`config.mk`:
```
export PLATFORM = sky130hd
export DESIGN_NAME = raw_hazard_unit
export DESIGN_NICKNAME = d
export VERILOG_FILES = /design/src/rtl/hzd_pkg.sv /design/src/rtl/hzd_rst_sync.sv /design/src/rtl/hzd_stage_track.sv /design/src/rtl/hzd_fwd_pick.sv /design/src/rtl/hzd_luse_detect.sv /design/src/rtl/hzd_wt_read.sv /design/src/rtl/raw_hazard_unit.sv
export SDC_FILE = /design/constraint.sdc
export NUM_CORES = 1
export LEC_CHECK = 0
export BUFFER_PORTS_ARGS = -buffer_cell sky130_fd_sc_hd__buf_2
export CAP_MARGIN = 5
export CORE_AREA = 2 2 133 135
export CTS_CLUSTER_DIAMETER = 30
export CTS_CLUSTER_SIZE = 8
export DETAILED_ROUTE_END_ITERATION = 10
export DIE_AREA = 0 0 135 137
export RECOVER_POWER = 25
export SKIP_CTS_REPAIR_TIMING = 1
export SLEW_MARGIN = 0
export SYNTH_ARGS = -nofsm -noshare
export SYNTH_HDL_FRONTEND = slang
export SYNTH_SLANG_ARGS = --single-unit
```
`constraint.sdc`:
```
create_clock -name clk -period 4.15 [get_ports clk]
set_input_delay 0.415 -clock clk [delete_from_list [all_inputs] [get_ports clk]]
set_output_delay 0.415 -clock clk [all_outputs]
set_load 0.1 [all_outputs]
```
`src/rtl/hzd_pkg.sv`:
```
package hzd_pkg;

  // Operand source chosen for an execute-stage operand
  typedef enum logic [1:0] {
    FWD_RF  = 2'b00,   // value latched from decode
    FWD_EXM = 2'b01,   // result sitting after execute
    FWD_MWB = 2'b10    // value being written back
  } fwd_sel_e;

  localparam int NOPS = 2;  // operands per instruction

endpackage

```
`src/rtl/hzd_rst_sync.sv`:
```
module hzd_rst_sync #(
  parameter int STAGES = 2
) (
  input  logic clk,
  input  logic rst_n,
  output logic rst_sync_n
);

  logic [STAGES-1:0] chain_q;

  generate
    if (STAGES == 1) begin : g_one
      always_ff @(posedge clk or negedge rst_n) begin
        if (!rst_n) chain_q <= '0;
        else        chain_q <= 1'b1;
      end
    end else begin : g_many
      always_ff @(posedge clk or negedge rst_n) begin
        if (!rst_n) chain_q <= '0;
        else        chain_q <= {chain_q[STAGES-2:0], 1'b1};
      end
    end
  endgenerate

  assign rst_sync_n = chain_q[STAGES-1];

endmodule

```
`src/rtl/hzd_stage_track.sv`:
```
// Shadow of the register tags as an instruction moves from decode to writeback.
module hzd_stage_track #(
  parameter int AW = 5,
  parameter int NS = 2
) (
  input  logic          clk,
  input  logic          rst_n,
  input  logic          squash,
  input  logic [AW-1:0] id_src [NS],
  input  logic [AW-1:0] id_dst,
  input  logic          id_wen,
  input  logic          id_load,
  output logic [AW-1:0] ex_src [NS],
  output logic [AW-1:0] ex_dst,
  output logic          ex_wen,
  output logic          ex_load,
  output logic [AW-1:0] mem_dst,
  output logic          mem_wen,
  output logic [AW-1:0] wb_dst,
  output logic          wb_wen
);

  logic [AW-1:0] ex_src_q [NS];
  logic [AW-1:0] ex_src_d [NS];
  logic [AW-1:0] ex_dst_q, ex_dst_d;
  logic          ex_wen_q, ex_wen_d;
  logic          ex_load_q, ex_load_d;
  logic [AW-1:0] mem_dst_q, mem_dst_d;
  logic          mem_wen_q, mem_wen_d;
  logic [AW-1:0] wb_dst_q, wb_dst_d;
  logic          wb_wen_q, wb_wen_d;
  logic          adv_en;

  // the tag pipeline moves every cycle; a stall only swaps in a bubble
  assign adv_en = 1'b1;

  // next-state: decode -> execute (or bubble), execute -> memory -> writeback
  always_comb begin
    for (int i = 0; i < NS; i++) begin
      ex_src_d[i] = squash ? '0 : id_src[i];
    end
    ex_dst_d  = squash ? '0   : id_dst;
    ex_wen_d  = squash ? 1'b0 : id_wen;
    ex_load_d = squash ? 1'b0 : id_load;
    mem_dst_d = ex_dst_q;
    mem_wen_d = ex_wen_q;
    wb_dst_d  = mem_dst_q;
    wb_wen_d  = mem_wen_q;
  end

  always_ff @(posedge clk or negedge rst_n) begin
    if (!rst_n) begin
      for (int i = 0; i < NS; i++) ex_src_q[i] <= '0;
      ex_dst_q  <= '0;
      ex_wen_q  <= 1'b0;
      ex_load_q <= 1'b0;
      mem_dst_q <= '0;
      mem_wen_q <= 1'b0;
      wb_dst_q  <= '0;
      wb_wen_q  <= 1'b0;
    end else if (adv_en) begin
      for (int i = 0; i < NS; i++) ex_src_q[i] <= ex_src_d[i];
      ex_dst_q  <= ex_dst_d;
      ex_wen_q  <= ex_wen_d;
      ex_load_q <= ex_load_d;
      mem_dst_q <= mem_dst_d;
      mem_wen_q <= mem_wen_d;
      wb_dst_q  <= wb_dst_d;
      wb_wen_q  <= wb_wen_d;
    end
  end

  assign ex_src  = ex_src_q;
  assign ex_dst  = ex_dst_q;
  assign ex_wen  = ex_wen_q;
  assign ex_load = ex_load_q;
  assign mem_dst = mem_dst_q;
  assign mem_wen = mem_wen_q;
  assign wb_dst  = wb_dst_q;
  assign wb_wen  = wb_wen_q;

endmodule

```
`src/rtl/hzd_fwd_pick.sv`:
```
// Bypass select and multiplexer for one execute-stage operand.
module hzd_fwd_pick
  import hzd_pkg::*;
#(
  parameter int AW = 5,
  parameter int DW = 32
) (
  input  logic          fwd_en,
  input  logic [AW-1:0] ex_src,
  input  logic [AW-1:0] mem_dst,
  input  logic          mem_wen,
  input  logic [AW-1:0] wb_dst,
  input  logic          wb_wen,
  input  logic [DW-1:0] rf_val,
  input  logic [DW-1:0] mem_val,
  input  logic [DW-1:0] wb_val,
  output fwd_sel_e      sel,
  output logic [DW-1:0] opnd
);

  logic src_live, hit_mem, hit_wb;

  assign src_live = fwd_en && (ex_src != '0);
  assign hit_mem  = src_live && mem_wen && (mem_dst == ex_src);
  assign hit_wb   = src_live && wb_wen  && (wb_dst  == ex_src);

  // the memory-stage producer is younger and takes priority
  always_comb begin
    if (hit_mem)     sel = FWD_EXM;
    else if (hit_wb) sel = FWD_MWB;
    else             sel = FWD_RF;
  end

  always_comb begin
    unique case (sel)
      FWD_EXM: opnd = mem_val;
      FWD_MWB: opnd = wb_val;
      default: opnd = rf_val;
    endcase
  end

endmodule

```
`src/rtl/hzd_luse_detect.sv`:
```
// Decides when decode must wait: load-use with bypass, any pending writer without.
module hzd_luse_detect #(
  parameter int AW = 5,
  parameter int NS = 2
) (
  input  logic          fwd_en,
  input  logic [AW-1:0] id_src [NS],
  input  logic [AW-1:0] ex_dst,
  input  logic          ex_wen,
  input  logic          ex_load,
  input  logic [AW-1:0] mem_dst,
  input  logic          mem_wen,
  output logic          stall
);

  logic [NS-1:0] hit_ex, hit_mem;

  genvar gi;
  generate
    for (gi = 0; gi < NS; gi++) begin : g_src
      assign hit_ex[gi]  = (id_src[gi] != '0) && ex_wen  && (ex_dst  == id_src[gi]);
      assign hit_mem[gi] = (id_src[gi] != '0) && mem_wen && (mem_dst == id_src[gi]);
    end
  endgenerate

  always_comb begin
    if (fwd_en) stall = ex_load && (|hit_ex);
    else        stall = (|hit_ex) || (|hit_mem);
  end

endmodule

```
`src/rtl/hzd_wt_read.sv`:
```
// Write-through on one register-file read port.
module hzd_wt_read #(
  parameter int AW = 5,
  parameter int DW = 32
) (
  input  logic [AW-1:0] id_src,
  input  logic [AW-1:0] wb_dst,
  input  logic          wb_wen,
  input  logic [DW-1:0] rf_val,
  input  logic [DW-1:0] wb_val,
  output logic [DW-1:0] opnd
);

  logic same_reg;

  assign same_reg = wb_wen && (id_src != '0) && (wb_dst == id_src);
  assign opnd     = same_reg ? wb_val : rf_val;

endmodule

```
`src/rtl/raw_hazard_unit.sv`:
```
module raw_hazard_unit
  import hzd_pkg::*;
#(
  parameter int AW         = 5,
  parameter int DW         = 32,
  parameter int RST_STAGES = 2
) (
  input  logic          clk,
  input  logic          rst_n,
  input  logic          fwd_en,
  input  logic [AW-1:0] id_src_a,
  input  logic [AW-1:0] id_src_b,
  input  logic [AW-1:0] id_dst,
  input  logic          id_wen,
  input  logic          id_load,
  input  logic [DW-1:0] rf_rd_a,
  input  logic [DW-1:0] rf_rd_b,
  input  logic [DW-1:0] ex_val_a,
  input  logic [DW-1:0] ex_val_b,
  input  logic [DW-1:0] mem_result,
  input  logic [DW-1:0] wb_result,
  output logic [DW-1:0] id_opnd_a,
  output logic [DW-1:0] id_opnd_b,
  output logic [DW-1:0] ex_opnd_a,
  output logic [DW-1:0] ex_opnd_b,
  output logic [1:0]    fwd_sel_a,
  output logic [1:0]    fwd_sel_b,
  output logic          hold_front,
  output logic          squash_idex
);

  logic          rst_q_n;
  logic          stall_w;
  logic [AW-1:0] id_src_w  [NOPS];
  logic [AW-1:0] ex_src_w  [NOPS];
  logic [DW-1:0] rf_id_w   [NOPS];
  logic [DW-1:0] opnd_id_w [NOPS];
  logic [DW-1:0] ex_val_w  [NOPS];
  logic [DW-1:0] opnd_ex_w [NOPS];
  fwd_sel_e      sel_w     [NOPS];
  logic [AW-1:0] ex_dst_w, mem_dst_w, wb_dst_w;
  logic          ex_wen_w, ex_load_w, mem_wen_w, wb_wen_w;

  assign id_src_w[0] = id_src_a;
  assign id_src_w[1] = id_src_b;
  assign rf_id_w[0]  = rf_rd_a;
  assign rf_id_w[1]  = rf_rd_b;
  assign ex_val_w[0] = ex_val_a;
  assign ex_val_w[1] = ex_val_b;

  hzd_rst_sync #(.STAGES(RST_STAGES)) u_rst (
    .clk        (clk),
    .rst_n      (rst_n),
    .rst_sync_n (rst_q_n)
  );

  hzd_stage_track #(.AW(AW), .NS(NOPS)) u_track (
    .clk     (clk),
    .rst_n   (rst_q_n),
    .squash  (stall_w),
    .id_src  (id_src_w),
    .id_dst  (id_dst),
    .id_wen  (id_wen),
    .id_load (id_load),
    .ex_src  (ex_src_w),
    .ex_dst  (ex_dst_w),
    .ex_wen  (ex_wen_w),
    .ex_load (ex_load_w),
    .mem_dst (mem_dst_w),
    .mem_wen (mem_wen_w),
    .wb_dst  (wb_dst_w),
    .wb_wen  (wb_wen_w)
  );

  hzd_luse_detect #(.AW(AW), .NS(NOPS)) u_luse (
    .fwd_en  (fwd_en),
    .id_src  (id_src_w),
    .ex_dst  (ex_dst_w),
    .ex_wen  (ex_wen_w),
    .ex_load (ex_load_w),
    .mem_dst (mem_dst_w),
    .mem_wen (mem_wen_w),
    .stall   (stall_w)
  );

  genvar gi;
  generate
    for (gi = 0; gi < NOPS; gi++) begin : g_opnd
      hzd_fwd_pick #(.AW(AW), .DW(DW)) u_pick (
        .fwd_en  (fwd_en),
        .ex_src  (ex_src_w[gi]),
        .mem_dst (mem_dst_w),
        .mem_wen (mem_wen_w),
        .wb_dst  (wb_dst_w),
        .wb_wen  (wb_wen_w),
        .rf_val  (ex_val_w[gi]),
        .mem_val (mem_result),
        .wb_val  (wb_result),
        .sel     (sel_w[gi]),
        .opnd    (opnd_ex_w[gi])
      );

      hzd_wt_read #(.AW(AW), .DW(DW)) u_wt (
        .id_src (id_src_w[gi]),
        .wb_dst (wb_dst_w),
        .wb_wen (wb_wen_w),
        .rf_val (rf_id_w[gi]),
        .wb_val (wb_result),
        .opnd   (opnd_id_w[gi])
      );
    end
  endgenerate

  assign id_opnd_a   = opnd_id_w[0];
  assign id_opnd_b   = opnd_id_w[1];
  assign ex_opnd_a   = opnd_ex_w[0];
  assign ex_opnd_b   = opnd_ex_w[1];
  assign fwd_sel_a   = sel_w[0];
  assign fwd_sel_b   = sel_w[1];
  assign hold_front  = stall_w;
  assign squash_idex = stall_w;

endmodule

```
==> impl_metrics.py <==
metrics = {
    "outcome": {
        "status": "complete, but fails checks",
        "failed_checks": "max-capacitance violations, max-slew violations",
    },
    "power_and_ir_drop": {
        "ir_drop_v": 0.000267,
        "power.total_mw": 1.87,
        "cellPowerDensity_mw_per_mm2": 306,
        "p_leak_nw": 3.07,
    },
    "finish": {
        "syn2layout_area_growth_pct": 71.5,
        "layout-drive-gt1-share": 0.547,
        "fin_area_mm2": 0.00612,
        "layout_commonest_cell": "buf_2",
        "final_cell_mix": "312 x buf_2, 68 x nor2_1, 64 x a221o_1",
        "nets": 948,
    },
    "place": {
        "dp_hpwl_mm": 14.5,
        "routabilityCongestion": 0.942,
        "placed_cell_area_mm2": 0.00595,
        "port_buffers": 345,
    },
    "drt": {
        "vias_per_cell": 4.68,
        "first_pass_iters": 5,
        "route.vias.total": 4508,
        "drtIter0Drc": 254,
        "ant_nets": 0,
        "wl_per_cell_um": 18.6,
        "remaining_drc_errors": 0,
        "wirelength_mm": 17.9,
    },
    "timing": {
        "tightestPinTransition_ns": 1.52,
        "rsz0062_at_grt": "no",
        "period_needed_ns": 3.41,
        "final.setup.tns_ns": 0,
        "setup_viol": 0,
        "finalMaxSlewViolations": 30,
        "fin_skew_ns": 0.00401,
        "slew_headroom": -0.0137,
        "clock.fmax_ghz": 0.293,
        "fin_crit_sh": 0.821,
        "hold_viol": 0,
    },
    "die": {
        "initial_core_util": 0.209,
        "dieArea_mm2": 0.0185,
        "die_w_um": 135,
        "rows": 48,
        "core_mm2": 0.0171,
        "die_h_um": 137,
        "ioPinCount": 346,
    },
    "yosys": {
        "synth_cells": 408,
        "yosys_warnings": 0,
        "ys_ff_latch": 31,
        "synth.avg_cell_area_um2": 8.74,
        "yosysUniqueCellTypes": 33,
        "synth-seq-area-share": 0.218,
        "syn-num-nets": 620,
        "netlist_area_mm2": 0.00357,
    },
    "critical_path": {
        "worstPathArrival_ns": 2.99,
        "r2r_setup_slack_ns": 2.00,
        "path_cells": "or4_1, nor2_1, or4_2, inv_6, nor2_4, a221o_1, buf_2",
        "slowest_delay_ns": 0.68,
        "path_buf_inv": 2,
        "cp_top_family": "simple AND/OR/NAND/NOR gates",
        "critPathSlowestCell": "nor2_4",
        "required_ns": 3.73,
        "worstSetupEndpointType": "output port",
        "path_class": "reg2out",
        "cp_max_fo": 32,
        "crit_path_start_kind": "flip-flop",
    },
    "job": {
        "max-cap-violations": 1,
    },
    "global_route": {
        "grt_first_pass_wirelength_mm": 25.0,
        "overflow": 0,
        "grt_usage": 0.177,
        "antenna_found_initial": 2,
        "grt_max_degree": 34,
        "grt_pass1_vias": 4200,
    },
    "hold_path": {
        "hp-class": "reg2reg",
    },
    "clock_tree": {
        "insertion_delay_ns": 0.27,
        "cts_htree_levels": 2,
        "numCtsBuffers": 5,
        "cts-root-buf": "clkbuf_16",
        "clockBufferDepth": 2,
        "clkSinkCount": 31,
        "clk_pin_slew_worst_paths_ns": 0.05,
        "cts_tree": "done",
    },
}
==> cells in the mapped netlist (all sizes together) <==
cell     n  area, um^2
a21boi   1        7.51
a21oi    3        15.0
a221o   64         641
and2     1        6.26
and3     1        6.26
buf     17         143
clkbuf  17        63.8
conb     1        3.75
dfrtp   31         776
inv     35         136
mux2    64         721
nand2    6        22.5
nand3    4        20.0
nand3b   1        7.51
nand4    7        43.8
nor2    71         274
nor3     8        45.0
nor3b   17         128
nor4     1        6.26
o211ai   2        15.0
o21ai    1        5.00
or2      1        6.26
or3      1        6.26
or4      3        22.5
xnor2   33         297
xor2    17         149
==> path summary, 6_finish.rpt <==
| path | from | end | depth (start not counted) |
|---|---|---|---|
| setup / recovery | u_track.ex_src[2]$_DFF_PN0_ | ex_opnd_b[22] | 7 |
| hold / removal | u_rst.chain_q[0]$_DFF_PN0_ | u_rst.chain_q[1]$_DFF_PN0_ | 0 |
| setup reg to reg | u_track.mem_dst[3]$_DFF_PN0_ | u_track.ex_src[2]$_DFF_PN0_ | 6 |
| hold reg to reg | u_rst.chain_q[0]$_DFF_PN0_ | u_rst.chain_q[1]$_DFF_PN0_ | 0 |
| max in group asynchronous | u_rst.chain_q[1]$_DFF_PN0_ | u_track.ex_src[6]$_DFF_PN0_ | 1 |
| min in group asynchronous | rst_n | u_rst.chain_q[0]$_DFF_PN0_ | 2 |
==> cell families (layout without fill, tap and decap cells) <==
logic type	Yosys count	after routing	synth area share
mux	64	64	0.202
buf+inv	69	398	0.0961
compound gates	71	71	0.192
other cells	1	3	0.00105
flops	31	31	0.218
xor+xnor	50	50	0.125
simple gates	122	122	0.167
==> per-stage QoR <==
step / utilization / hold WS (ns) / worst slack [ns] / instances
5_1_grt: 0.359 / 0.363 / 0.609 / 964
4_1_cts: 0.358 / -0.0845 / 0.741 / 961
3_5_place_dp: 0.349 / 0.207 / 1.03 / 953
3_3_place_gp: 0.349 / 0.203 / 1.11 / 953
2_1_floorplan: - / 0.119 / 0.458 / 408
6_report: 0.359 / 0.348 / 0.742 / 964
==> report_power, final <==
part / leakage (nW) / internal, mW / switching (mW) / total (mW)
clock: 0.0772 / 0.254 / 0.115 / 0.369
sequential: 0.364 / 0.325 / 0.0347 / 0.360
combinational: 2.62 / 0.314 / 0.830 / 1.14
total: 3.07 / 0.893 / 0.979 / 1.87
==> final cells by class <==
cell class / count / area (um^2)
fill: 1790 / 10900
multi-input combinational: 308 / 2490
timing repair buffer: 355 / 2280
sequential: 31 / 776
tap: 225 / 282
clock buffer: 8 / 156
inverter: 35 / 136
antenna: 2 / 5.00
==> routing by layer <==
metal	routed length, um	vias to the layer above	GRT usage
li1	-	2145	-
met1	7330	2142	0.224
met4	288	0	0.0457
met2	9000	199	0.309
met3	1330	22	0.0330
met5	0	-	0
==> state kept, by name, summed over array words and instances (netlist names) <==
name             count
u_track.mem_dst      5
u_track.ex_load      1
u_track.mem_wen      1
u_track.ex_dst       5
u_track.ex_wen       1
u_track.wb_dst       5
u_rst.chain_q        2
u_track.ex_src      10
u_track.wb_wen       1
==> worst register-to-register path, stage by stage (launching register included) <==
cell	delay, ns
dfrtp_1	0.47
xor2_1	0.20
nor3_1	0.20
nand4_1	0.16
a21oi_1	0.19
clkbuf_1	0.64
nor3b_1	0.13
Note: power is estimated with default switching activity, not from simulation.
